===== config.mk =====
export PLATFORM = sky130hd
export DESIGN_NAME = bwb_stage
export DESIGN_NICKNAME = d
export VERILOG_FILES = /design/src/rtl/bwb_pkg.sv /design/src/rtl/bwb_addr_gen.sv /design/src/rtl/bwb_byte_alu.sv /design/src/rtl/bwb_merge.sv /design/src/rtl/bwb_regfile.sv /design/src/rtl/bwb_stage.sv
export SDC_FILE = /design/constraint.sdc
export NUM_CORES = 1
export LEC_CHECK = 0
export ABC_AREA = 0
export BUFFER_PORTS_ARGS = -buffer_cell sky130_fd_sc_hd__buf_2
export CAP_MARGIN = 10
export CORE_UTILIZATION = 54
export DETAILED_ROUTE_END_ITERATION = 10
export PLACE_DENSITY_LB_ADDON = 0.12
export SLEW_MARGIN = 10
export SYNTH_ARGS = -nofsm -noshare
export SYNTH_HDL_FRONTEND = slang
export SYNTH_SLANG_ARGS = --single-unit

===== constraint.sdc =====
create_clock -name clk_i -period 3.95 [get_ports clk_i]
set_input_delay 0.1975 -clock clk_i [delete_from_list [all_inputs] [get_ports clk_i]]
set_output_delay 0.1975 -clock clk_i [all_outputs]
set_load 0.005 [all_outputs]

===== src/rtl/bwb_pkg.sv =====
package bwb_pkg;
  typedef enum logic [2:0] {
    AM_PLAIN    = 3'd0,
    AM_POST_INC = 3'd1,
    AM_POST_DEC = 3'd2,
    AM_PRE_INC  = 3'd3,
    AM_PRE_DEC  = 3'd4
  } amode_e;

  typedef enum logic {
    OP_MOVE = 1'b0,
    OP_ADD2 = 1'b1
  } bop_e;

  typedef enum logic [1:0] {
    ST_IDLE = 2'd0,
    ST_RD   = 2'd1,
    ST_WB   = 2'd2
  } st_e;

  localparam int unsigned BYTE_W = 8;
endpackage


===== src/rtl/bwb_addr_gen.sv =====
module bwb_addr_gen
  import bwb_pkg::*;
#(
  parameter int unsigned DATA_W = 16
) (
  input  amode_e            mode_i,
  input  logic [DATA_W-1:0] ptr_i,
  output logic [DATA_W-1:0] ea_o,
  output logic [DATA_W-1:0] nptr_o
);
  localparam logic [DATA_W-1:0] STEP = DATA_W'(1);

  logic [DATA_W-1:0] inc, dec;
  assign inc = ptr_i + STEP;
  assign dec = ptr_i - STEP;

  always_comb begin
    ea_o   = ptr_i;
    nptr_o = ptr_i;
    unique case (mode_i)
      AM_POST_INC: nptr_o = inc;
      AM_POST_DEC: nptr_o = dec;
      AM_PRE_INC: begin
        ea_o   = inc;
        nptr_o = inc;
      end
      AM_PRE_DEC: begin
        ea_o   = dec;
        nptr_o = dec;
      end
      default: ;
    endcase
  end
endmodule


===== src/rtl/bwb_byte_alu.sv =====
module bwb_byte_alu
  import bwb_pkg::*;
#(
  parameter int unsigned DATA_W = 16,
  parameter int unsigned LANE_W = 1
) (
  input  logic [DATA_W-1:0] word_i,
  input  logic [LANE_W-1:0] lane_i,
  input  bop_e              op_i,
  output logic [BYTE_W-1:0] res_o
);
  logic [BYTE_W-1:0] byte_sel;

  // little-endian: lane 0 is the low byte
  assign byte_sel = word_i[lane_i*BYTE_W +: BYTE_W];

  always_comb begin
    unique case (op_i)
      OP_ADD2: res_o = byte_sel + BYTE_W'(2);
      default: res_o = byte_sel;
    endcase
  end
endmodule


===== src/rtl/bwb_merge.sv =====
module bwb_merge
  import bwb_pkg::*;
#(
  parameter int unsigned DATA_W      = 16,
  parameter int unsigned IDX_W       = 4,
  parameter bit          KEEP_PTR_HI = 1'b0,
  localparam int unsigned HI_W       = DATA_W - BYTE_W
) (
  input  logic              commit_i,
  input  logic [IDX_W-1:0]  ptr_idx_i,
  input  logic [IDX_W-1:0]  dst_idx_i,
  input  logic [DATA_W-1:0] nptr_i,
  input  logic [HI_W-1:0]   dst_hi_i,
  input  logic [BYTE_W-1:0] res_i,
  output logic              clash_o,
  output logic              ptr_we_o,
  output logic [DATA_W-1:0] ptr_data_o,
  output logic              dat_we_o,
  output logic [DATA_W-1:0] dat_data_o
);
  logic [HI_W-1:0] clash_hi;

  assign clash_o    = (ptr_idx_i == dst_idx_i);
  // data write wins; pointer write dropped on clash
  assign ptr_we_o   = commit_i && !clash_o;
  assign ptr_data_o = nptr_i;
  assign dat_we_o   = commit_i;
  assign clash_hi   = nptr_i[DATA_W-1:BYTE_W] & {HI_W{KEEP_PTR_HI}};
  assign dat_data_o = clash_o ? {clash_hi, res_i} : {dst_hi_i, res_i};
endmodule


===== src/rtl/bwb_regfile.sv =====
module bwb_regfile
  import bwb_pkg::*;
#(
  parameter int unsigned DATA_W   = 16,
  parameter int unsigned NUM_REGS = 16,
  parameter int unsigned IDX_W    = 4,
  localparam int unsigned HI_W    = DATA_W - BYTE_W
) (
  input  logic              clk_i,
  input  logic              rst_ni,
  input  logic              ptr_we_i,
  input  logic [IDX_W-1:0]  ptr_idx_i,
  input  logic [DATA_W-1:0] ptr_data_i,
  input  logic              dat_we_i,
  input  logic [IDX_W-1:0]  dat_idx_i,
  input  logic [DATA_W-1:0] dat_data_i,
  input  logic              ld_we_i,
  input  logic [IDX_W-1:0]  ld_idx_i,
  input  logic [DATA_W-1:0] ld_data_i,
  input  logic [IDX_W-1:0]  ra_idx_i,
  output logic [DATA_W-1:0] ra_data_o,
  input  logic [IDX_W-1:0]  rb_idx_i,
  output logic [HI_W-1:0]   rb_hi_o,
  input  logic [IDX_W-1:0]  rc_idx_i,
  output logic [DATA_W-1:0] rc_data_o
);
  logic [DATA_W-1:0] regs_q [NUM_REGS];

  for (genvar g = 0; g < NUM_REGS; g++) begin : g_reg
    always_ff @(posedge clk_i or negedge rst_ni) begin
      if (!rst_ni)                                      regs_q[g] <= '0;
      else if (dat_we_i && dat_idx_i == IDX_W'(g))      regs_q[g] <= dat_data_i;
      else if (ptr_we_i && ptr_idx_i == IDX_W'(g))      regs_q[g] <= ptr_data_i;
      else if (ld_we_i && ld_idx_i == IDX_W'(g))        regs_q[g] <= ld_data_i;
    end
  end

  assign ra_data_o = regs_q[ra_idx_i];
  assign rb_hi_o   = regs_q[rb_idx_i][DATA_W-1:BYTE_W];
  assign rc_data_o = regs_q[rc_idx_i];

  // pointer write lands in full unless the data port hits the same register
  a_r4_ptr_full: assert property (@(posedge clk_i) disable iff (!rst_ni)
    (ptr_we_i && !(dat_we_i && dat_idx_i == ptr_idx_i))
      |=> (regs_q[$past(ptr_idx_i)] == $past(ptr_data_i)));

  // data write always lands
  a_r9_dat_lands: assert property (@(posedge clk_i) disable iff (!rst_ni)
    dat_we_i |=> (regs_q[$past(dat_idx_i)] == $past(dat_data_i)));
endmodule


===== src/rtl/bwb_stage.sv =====
module bwb_stage
  import bwb_pkg::*;
#(
  parameter int unsigned DATA_W      = 16,
  parameter int unsigned NUM_REGS    = 16,
  parameter bit          KEEP_PTR_HI = 1'b0,
  localparam int unsigned IDX_W      = $clog2(NUM_REGS),
  localparam int unsigned HI_W       = DATA_W - BYTE_W,
  localparam int unsigned LANES      = DATA_W / BYTE_W,
  localparam int unsigned LANE_W     = (LANES > 1) ? $clog2(LANES) : 1
) (
  input  logic              clk_i,
  input  logic              rst_ni,
  input  logic              start_i,
  input  logic [2:0]        mode_i,
  input  logic              op_i,
  input  logic [IDX_W-1:0]  ptr_sel_i,
  input  logic [IDX_W-1:0]  dst_sel_i,
  output logic              mem_re_o,
  output logic [DATA_W-1:0] mem_addr_o,
  input  logic [DATA_W-1:0] mem_rdata_i,
  input  logic              ld_we_i,
  input  logic [IDX_W-1:0]  ld_sel_i,
  input  logic [DATA_W-1:0] ld_data_i,
  input  logic [IDX_W-1:0]  rd_sel_i,
  output logic [DATA_W-1:0] rd_data_o,
  output logic              done_o
);
  st_e               state_q;
  logic              accept, commit, clash;
  logic [DATA_W-1:0] ptr_val, ea, nptr;
  logic [DATA_W-1:0] ea_q, nptr_q;
  logic [IDX_W-1:0]  ptr_q, dst_q;
  bop_e              op_q;
  logic              done_q;
  logic [HI_W-1:0]   dst_hi;
  logic [BYTE_W-1:0] res;
  logic              ptr_we, dat_we;
  logic [DATA_W-1:0] ptr_wd, dat_wd;

  assign accept = start_i && (state_q == ST_IDLE);
  assign commit = (state_q == ST_WB);

  always_ff @(posedge clk_i or negedge rst_ni) begin
    if (!rst_ni) begin
      state_q <= ST_IDLE;
      ea_q    <= '0;
      nptr_q  <= '0;
      ptr_q   <= '0;
      dst_q   <= '0;
      op_q    <= OP_MOVE;
      done_q  <= 1'b0;
    end else begin
      done_q <= commit;
      unique case (state_q)
        ST_IDLE: if (accept) begin
          state_q <= ST_RD;
          ea_q    <= ea;
          nptr_q  <= nptr;
          ptr_q   <= ptr_sel_i;
          dst_q   <= dst_sel_i;
          op_q    <= bop_e'(op_i);
        end
        ST_RD:   state_q <= ST_WB;
        default: state_q <= ST_IDLE;
      endcase
    end
  end

  bwb_addr_gen #(.DATA_W(DATA_W)) u_addr (
    .mode_i (amode_e'(mode_i)),
    .ptr_i  (ptr_val),
    .ea_o   (ea),
    .nptr_o (nptr)
  );

  assign mem_re_o   = (state_q == ST_RD);
  assign mem_addr_o = {ea_q[DATA_W-1:LANE_W], {LANE_W{1'b0}}};

  bwb_byte_alu #(.DATA_W(DATA_W), .LANE_W(LANE_W)) u_alu (
    .word_i (mem_rdata_i),
    .lane_i (ea_q[LANE_W-1:0]),
    .op_i   (op_q),
    .res_o  (res)
  );

  bwb_merge #(.DATA_W(DATA_W), .IDX_W(IDX_W), .KEEP_PTR_HI(KEEP_PTR_HI)) u_merge (
    .commit_i   (commit),
    .ptr_idx_i  (ptr_q),
    .dst_idx_i  (dst_q),
    .nptr_i     (nptr_q),
    .dst_hi_i   (dst_hi),
    .res_i      (res),
    .clash_o    (clash),
    .ptr_we_o   (ptr_we),
    .ptr_data_o (ptr_wd),
    .dat_we_o   (dat_we),
    .dat_data_o (dat_wd)
  );

  bwb_regfile #(.DATA_W(DATA_W), .NUM_REGS(NUM_REGS), .IDX_W(IDX_W)) u_rf (
    .clk_i      (clk_i),
    .rst_ni     (rst_ni),
    .ptr_we_i   (ptr_we),
    .ptr_idx_i  (ptr_q),
    .ptr_data_i (ptr_wd),
    .dat_we_i   (dat_we),
    .dat_idx_i  (dst_q),
    .dat_data_i (dat_wd),
    .ld_we_i    (ld_we_i),
    .ld_idx_i   (ld_sel_i),
    .ld_data_i  (ld_data_i),
    .ra_idx_i   (ptr_sel_i),
    .ra_data_o  (ptr_val),
    .rb_idx_i   (dst_q),
    .rb_hi_o    (dst_hi),
    .rc_idx_i   (rd_sel_i),
    .rc_data_o  (rd_data_o)
  );

  assign done_o = done_q;

  // pointer moves by at most one per instruction
  a_r1_step_one: assert property (@(posedge clk_i) disable iff (!rst_ni)
    accept |=> ((nptr_q == $past(ptr_val)) ||
                (nptr_q == $past(ptr_val) + DATA_W'(1)) ||
                (nptr_q == $past(ptr_val) - DATA_W'(1))));

  // read strobe is one cycle, then commit, then done
  a_r7_re_single: assert property (@(posedge clk_i) disable iff (!rst_ni)
    mem_re_o |=> (!mem_re_o && commit));
  a_r7_done_pulse: assert property (@(posedge clk_i) disable iff (!rst_ni)
    done_o |=> !done_o);
  a_r7_commit_done: assert property (@(posedge clk_i) disable iff (!rst_ni)
    commit |=> done_o);

  // upper byte after a clash follows the policy
  a_r6_clash_hi: assert property (@(posedge clk_i) disable iff (!rst_ni)
    (commit && clash) |=>
      (dst_hi == (KEEP_PTR_HI ? nptr_q[DATA_W-1:BYTE_W] : HI_W'(0))));

  // destination upper byte survives a non-clash write
  a_r4_dst_hi_kept: assert property (@(posedge clk_i) disable iff (!rst_ni)
    (commit && !clash && !ld_we_i) |=> (dst_hi == $past(dst_hi)));
endmodule


==> summary.txt, run 1 <==
Clock tree
  – Clock root buffer: clkbuf_16
  – # hold bufs at CTS: 6
  – CTS buffer count: 38
  – H-tree Lvls: 2
  – Clock tree buffer depth: 3
  – Clock Sink Count: 300
  – Skew-Pair Late Insertion Delay: about 0.57 ns
  – Setup Fix Bufs, Post-CTS: 0
  – # resized after CTS: 0
  – Clock transition at the registers of the reported paths: 0.06 ns
  – CTS tree: built

Critical path
  – Critical path data arrival time: about 3.7 ns
  – Critical path depth in cells: 9
  – Crit-path cells: nand2b_1 > clkinv_1 > and2_1 > nand3b_1 > nor2_2 > buf_4 > mux2_2 > o21ai_0 > o21ai_0
  – Worst path required time: 4.37 ns
  – Crit path max-delay family: simple AND/OR/NAND/NOR gates
  – Crit-path max FO: 9
  – Most used cell along the critical path: o21ai_0
  – Worst Reg-to-Reg Cells: 9
  – Worst path max stage delay: 0.87 ns
  – Crit Path Category: register to register
  – Worst R2R Setup Slack: between 0.6 and 0.7 ns
  – CP Buf/Inv Count: 2
  – Worst setup SP type: register
  – Critical Path End Type: register
  – Worst path slowest cell: nor2_2
  – R2R Path End: u_rf.regs_q[26]
  – Reg2reg start: state_q[0]

Routing
  – DRT iter0 DRCs: ~3.1k
  – Detailed Routing Iterations Pass 1: 7
  – Routed WL: 90.7 mm
  – Vias per cell: slightly below 7
  – Drt drc: 0
  – WL/cell: between 20 and 30 um
  – Routed vias: between 20k and 25k
  – Post-route ant nets: 0

Place
  – Placed Instance Area: about 0.024 sq mm
  – Post-DP HPWL: between 60 and 70 mm
  – Port buffer count: between 80 and 90
  – Placed Instances: 2974
  – RD Place Congestion: between 0.9 and 1

Global routing
  – Vias in the first global route: roughly 20k
  – Initial antenna violation count: 5
  – Tot GR Track Use: a little over two fifths
  – Remaining Overflow, GRT: 0
  – Largest net degree at the start of global routing: approximately 120
  – First-pass GRT wire length: approximately 130 mm

STA
  – Final Hold Viols: 0
  – Tcrit/Tclk final: 84.2%
  – Worst slew pin tran: ~1.0 ns
  – Min Tclk post-route: ~3.3 ns
  – Fin. max-slew vios: 0
  – Final setup viols: 0
  – Clock skew: between 0.015 and 0.02 ns
  – Final hold slack: between 0.15 and 0.2 ns
  – Setup repair after global routing missed its margin: no
  – Slew margin rel.: approximately 30%
  – Fmax achieved: between 300 and 400 MHz
  – Setup TNS: 0 ns

Final layout
  – Layout cells sized above 1: slightly below 30%
  – Commonest non-fill, non-tap cell in the layout: nand2_1
  – Layout net count: about 2.5k
  – Finished Layout Cells: around 3k
  – Most frequent cells in the layout: 437 x nand2_1, 363 x o21ai_0, 298 x dfrtp_1
  – Design Area, Final: 0.0257 sq mm
  – Synth-to-layout area growth: 11.8%

Min path
  – Hold path start: start_i
  – Hold depth: 3
  – Hold crit path type: primary input to register
  – Worst hold endpoint: state_q[0]

Pwr
  – Power Internal: 9.61 mW
  – Clk pwr share: a little over a fifth
  – P per Cell Area: ~640 mW/mm^2
  – Gate power share: around two fifths
  – Sw Pwr: approximately 7 mW
  – Sequential Power Share: 38.6%
  – Total chip power: 16.5 mW
  – Net Sw Frac: 41.7%
  – P_leak: about 10 nW
  – Peak VDD IR: around 0.38 mV

Die
  – Cell row count: 75
  – Die Area: 0.0434 sq mm
  – Starting Density: between 50% and 60%
  – # IOs: 90
  – Core area: between 0.04 and 0.05 sq mm
  – Die Span X: between 200 and 250 um
  – Die H: between 200 and 250 um

Logic synthesis
  – Avg Inst Size Synth: 9.27 sq um
  – Post-synthesis cell type count: 72
  – Synth Net Count: 2535
  – Mapped Cells: 2476
  – Synth Register Bits: 300
  – Cell area after synthesis: 0.0230 sq mm
  – Number of synthesized flops with an enable pin: 0
  – FFs w/ async S/R, synth: 100%
  – Main flop type after synthesis: dfrtp_1
  – Synth warn: 0
  – Seq/Total Area, Yosys: roughly a third

Status
  – Outcome: finished, final reports clean

Run
  – Max_cap viols: 0
-- power groups by stage --
stage                     Combinational, mW  Clock [mW]  Sequential, mW
after floorplan                        4.76           0            5.35
after global placement                 6.23           0            6.17
after detailed placement               6.36           0            6.25
after CTS                              6.39        3.61            6.22
after global routing                   6.95        3.71            6.49
final                                  6.51        3.61            6.37
-- flip-flops by register name, summed over array words and instances, names as in the netlist --
name / cells
ptr_q: 4
state_q: 2
op_q: 1
done_o: 1
u_rf.regs_q: 256
ea_q: 16
nptr_q: 16
dst_q: 4
-- metal layers --
layer | up-vias | track usage, % | part of all wire (%)
met3 | 312 | 11.8 | 13
met4 | 2 | 20.1 | 5.2
met1 | 10300 | 58.4 | 39
li1 | 9016 | - | -
met2 | 1558 | 60.7 | 42
met5 | - | 0 | 0.0088
-- worst min-delay path, cell delays in order --
cell and delay [ns]:
buf_2 0.08, nand2_2 0.04, clkinv_1 0.30
-- metrics by stage --
step	utilization (%)	worst slack (ns)
after floorplan	-	0.833
after global placement	58.1	0.455
after detailed placement	58.1	0.367
after CTS	61.2	0.754
after global routing	61.2	0.534
final	61.2	0.625
-- cells in the mapped netlist, types with 3 or more instances --
| cell type | number | area [sq um] |
|---|---|---|
| nand2_1 | 438 | 1640 |
| o21ai_0 | 363 | 1820 |
| dfrtp_1 | 300 | 7510 |
| mux2_2 | 249 | 2800 |
| nor2_1 | 210 | 788 |
| clkbuf_1 | 209 | 785 |
| mux4_2 | 177 | 3990 |
| a21oi_1 | 169 | 846 |
| mux2i_1 | 44 | 440 |
| a221oi_1 | 22 | 193 |
| buf_1 | 20 | 75.1 |
| xnor2_1 | 19 | 166 |
| a211oi_1 | 16 | 120 |
| a31oi_1 | 16 | 100 |
| buf_2 | 14 | 70.1 |
| nor2b_1 | 14 | 87.6 |
| a22oi_1 | 13 | 97.6 |
| nor3_1 | 13 | 65.1 |
| a21o_1 | 11 | 82.6 |
| nand3_1 | 10 | 50.1 |
| nand4_1 | 9 | 56.3 |
| and4_1 | 8 | 70.1 |
| nor4_1 | 8 | 50.1 |
| xor2_1 | 8 | 70.1 |
| a311oi_1 | 6 | 52.6 |
| and2_1 | 6 | 37.5 |
| and3_1 | 6 | 37.5 |
| inv_1 | 6 | 22.5 |
| nand2b_1 | 6 | 37.5 |
| buf_6 | 5 | 56.3 |
| o31a_1 | 5 | 43.8 |
| a22oi_2 | 4 | 50.1 |
| nor4_2 | 4 | 50.1 |
| o21ai_1 | 4 | 20.0 |
| or2_2 | 4 | 25.0 |
| or3_1 | 4 | 25.0 |
| buf_4 | 3 | 22.5 |
| ha_1 | 3 | 37.5 |
| nor3b_1 | 3 | 22.5 |
| o21bai_1 | 3 | 22.5 |
-- cell families after synthesis --
logic type                 after synthesis  synth area share (%)
AOI/OAI and AO/OA                      653                  15.9
xor gates and xnor gates                27                  1.03
adders and majority gates                3                 0.163
buffers and inverters                  262                  4.74
DFF                                    300                  32.7
muxes                                  471                  31.5
other                                    1                0.0163
and+or+nand+nor                        759                  14.0
-- worst max path at each step --
stage	from	end	slack, ns
final	state_q[0]	u_rf.regs_q[26]	0.62
after global routing	state_q[0]	u_rf.regs_q[26]	0.53
after CTS	state_q[0]	u_rf.regs_q[26]	0.75
after detailed placement	ptr_sel_i[0]	nptr_q[12]	0.37
after global placement	ptr_sel_i[0]	ea_q[14]	0.45
after floorplan	ptr_sel_i[1]	ea_q[14]	0.83
-- layout make-up --
class | instances | area [sq um]
inverters | 8 | 30.0
clock inverters | 8 | 96.3
diodes | 3 | 7.51
clock buffers | 61 | 1150
repair buffers | 219 | 1590
flip-flops and latches | 300 | 7510
fillers | 3515 | 16300
multi-input cells | 1914 | 14600
well taps | 539 | 674
Power figures use the tool's default switching activity.
==> run 2: changes to the inputs <==
==> constraint.sdc (replaced) <==
create_clock -name clk_i -period 2.7 [get_ports clk_i]
set_input_delay 0.135 -clock clk_i [delete_from_list [all_inputs] [get_ports clk_i]]
set_output_delay 0.135 -clock clk_i [all_outputs]
set_load 0.005 [all_outputs]
==> summary.txt, run 2 (synthesized netlist as in run 1, its figures left out) <==
Routing
  – Post-route ant nets: 0 (unchanged)
  – Top Metal Used: met5
  – Vias per cell: 6.75 (-2.7%)
  – Routed vias: 21.8k (+3.0%)
  – Met3 WL: 11.8 mm (-3.5%)
  – Routed WL: 92.1 mm (+1.5%)
  – Routed met2 length: 40.0 mm (+3.8%)
  – Detailed Routing Iterations Pass 1: 5 (-2)
  – Drt drc: 0 (unchanged)
  – DRT iter0 DRCs: 2797 (-9.9%)
  – Routed met1 length: 34.3 mm (-2.7%)
  – WL/cell: 28.5 um (-4.1%)

STA
  – Final WS setup: -0.0257 ns (-0.650 ns)
  – Tcrit/Tclk final: 101% (+17 points)
  – Slew margin rel.: 38.4% (+8.2 points)
  – Fmax achieved: 367 MHz (+22%)
  – Final setup viols: 1 (+1)
  – Fin. max-slew vios: 0 (unchanged)
  – Worst slew pin tran: 0.924 ns (-0.122 ns)
  – Clock skew: 0.0202 ns (+0.000424 ns)
  – Final Hold Viols: 0 (unchanged)
  – Min Tclk post-route: 2.73 ns (-0.600 ns)
  – Setup TNS: -0.0257 ns (-0.0257 ns)
  – Setup repair after global routing missed its margin: yes

Pwr
  – Clk pwr share: 20.8% (-1.1 points)
  – Gate power share: 44.0% (+4.5 points)
  – P_leak: 11.6 nW (+11%)
  – P per Cell Area: 934 mW/mm^2 (+45%)
  – Sequential Power Share: 35.1% (-3.5 points)
  – Net Sw Frac: 39.9% (-1.8 points)
  – Sw Pwr: 10.3 mW (+50%)
  – Peak VDD IR: 0.789 mV (+110%)
  – Power Internal: 15.6 mW (+62%)
  – Total chip power: 25.9 mW (+57%)

Die
  – Die H: 208 um (unchanged)
  – Cell row count: 75 (unchanged)
  – Die Area: 0.0434 sq mm (unchanged)
  – Starting Density: 54.7% (unchanged)
  – # IOs: 90 (unchanged)
  – Core area: 0.0419 sq mm (unchanged)
  – Die Span X: 208 um (unchanged)

Final layout
  – FILL cells: 3267 (-7.1%)
  – Synth-to-layout area growth: 20.9%
  – Commonest non-fill, non-tap cell in the layout: nand2_1
  – Biggest register: u_rf.regs_q
  – Most frequent cells in the layout: 434 x nand2_1, 358 x o21ai_0, 298 x dfrtp_1
  – Layout net count: 2724 (+7.2%)
  – Final core occ: 66.2% (+5.0 points)
  – Largest regs: u_rf.regs_q (256), ea_q (16), nptr_q (16)
  – Layout cells sized above 1: 36.2% (+6.4 points)
  – Max reg flops: 256 (unchanged)
  – Finished Layout Cells: 3229 (+5.8%)

Critical path
  – Worst path slowest cell: or4_4
  – Worst setup SP type: register
  – Worst path required time: 3.15 ns (-1.22 ns)
  – Critical path depth in cells: 9 (unchanged)
  – Worst Reg-to-Reg Cells: 9 (unchanged)
  – Critical Path End Type: register
  – Worst R2R Setup Slack: -0.03 ns (-0.65 ns)
  – Crit Path Category: register to register
  – Critical path data arrival time: 3.18 ns (-0.56 ns)
  – Worst path max stage delay: 0.61 ns (-0.26 ns)
  – Crit-path cells: mux4_2 > nand2b_4 > a21oi_4 > nor2_4 > buf_6 > or4_4 > o31a_1 > o31ai_1 > a21oi_1
  – Crit path max-delay family: simple AND/OR/NAND/NOR gates
  – Crit-path max FO: 6 (-3)
  – CP Buf/Inv Count: 1 (-1)

Place
  – Port buffer count: 88 (unchanged)
  – RD Place Congestion: 0.957 (about the same)
  – Pre-CTS WS: -0.563 ns (-0.930 ns)
  – Placed Instances: 3136 (+5.4%)
  – Post-DP HPWL: 62.6 mm (+4.2%)

Clock tree
  – CTS buffer count: 38 (unchanged)
  – Clock transition at the registers of the reported paths: 0.06 ns (about the same)
  – CTS tree: built
  – H-tree Lvls: 2 (unchanged)
  – Clock Sink Count: 300 (unchanged)
  – Clock tree buffer depth: 3 (unchanged)
  – Clock root buffer: clkbuf_16
  – Skew-Pair Late Insertion Delay: 0.59 ns (+0.02 ns)

Min path
  – Hold depth: 4 (+1)
  – Hold crit path type: primary input to register

Global routing
  – Largest net degree at the start of global routing: 76 (-34%)
  – Vias in the first global route: 21.2k (+6.9%)
  – Remaining Overflow, GRT: 0 (unchanged)
  – First-pass GRT wire length: 137 mm (+2.3%)
  – Tot GR Track Use: 42.9% (+0.83 points)
  – Initial antenna violation count: 6 (+1)

Status
  – Outcome: finished with violations
  – Failing checks: setup timing

Run
  – Max_cap viols: 0 (unchanged)
==> run 2: path summary, 6_finish.rpt <==
kind | startpoint | to
setup / recovery | u_rf.regs_q[7] | nptr_q[12]
hold / removal | ptr_sel_i[2] | ptr_q[2]
setup reg to reg | u_rf.regs_q[7] | nptr_q[12]
hold reg to reg | ea_q[1] | ea_q[1]
max in group asynchronous | rst_ni | u_rf.regs_q[186]
min in group asynchronous | rst_ni | state_q[1]
==> run 2: worst register-to-register path: stages, from the launching register on <==
cell and delay [ns]:
dfrtp_1 0.39, mux4_2 0.48, nand2b_4 0.16, a21oi_4 0.14, nor2_4 0.08, buf_6 0.13, or4_4 0.61, o31a_1 0.29
o31ai_1 0.21, a21oi_1 0.11
==> run 2: power groups by stage <==
stage / sequential [mW] / clock (mW) / combinational [mW]
2_1_floorplan: 7.82 / 0 / 7.02
3_3_place_gp: 8.87 / 0 / 10.6
3_5_place_dp: 8.94 / 0 / 10.8
4_1_cts: 8.90 / 5.42 / 11.0
5_1_grt: 9.27 / 5.57 / 12.3
6_report: 9.11 / 5.40 / 11.4
==> run 2: cell type report <==
| type | count | area [sq um] | share of cell area, % |
|---|---|---|---|
| diodes | 1 | 2.50 | 0.00902 |
| clock buffers | 57 | 1170 | 4.20 |
| clock inverters | 7 | 110 | 0.397 |
| inverters | 8 | 30.0 | 0.108 |
| multi-input cells | 1914 | 14900 | 53.7 |
| flip-flops and latches | 300 | 7510 | 27.1 |
| well taps | 539 | 674 | 2.43 |
| repair buffers | 403 | 3350 | 12.1 |
==> run 2: through the flow <==
step	cell area, sq um	hold WS (ns)
finish	27800	0.0694
detailed placement	26000	0.131
CTS	27500	0.0508
floorplan	23100	-0.161
global placement	26000	0.129
global route	27800	0.0792
==> run 2: per-layer routing <==
layer | track usage (%) | vias up
met1 | 55.6 | 10600
met4 | 24.6 | 4
met2 | 63.6 | 1459
met5 | 0 | -
li1 | - | 9393
met3 | 13.4 | 337
==> run 2: what timing repair did <==
item,in CTS,in global routing
endpoints found under the hold margin,75,0
cloned,0,0
endpoints found under the setup margin,50,92
resized for setup,17,42
pin swaps,12,27
buffers inserted,11,12
hold buffers,6,0
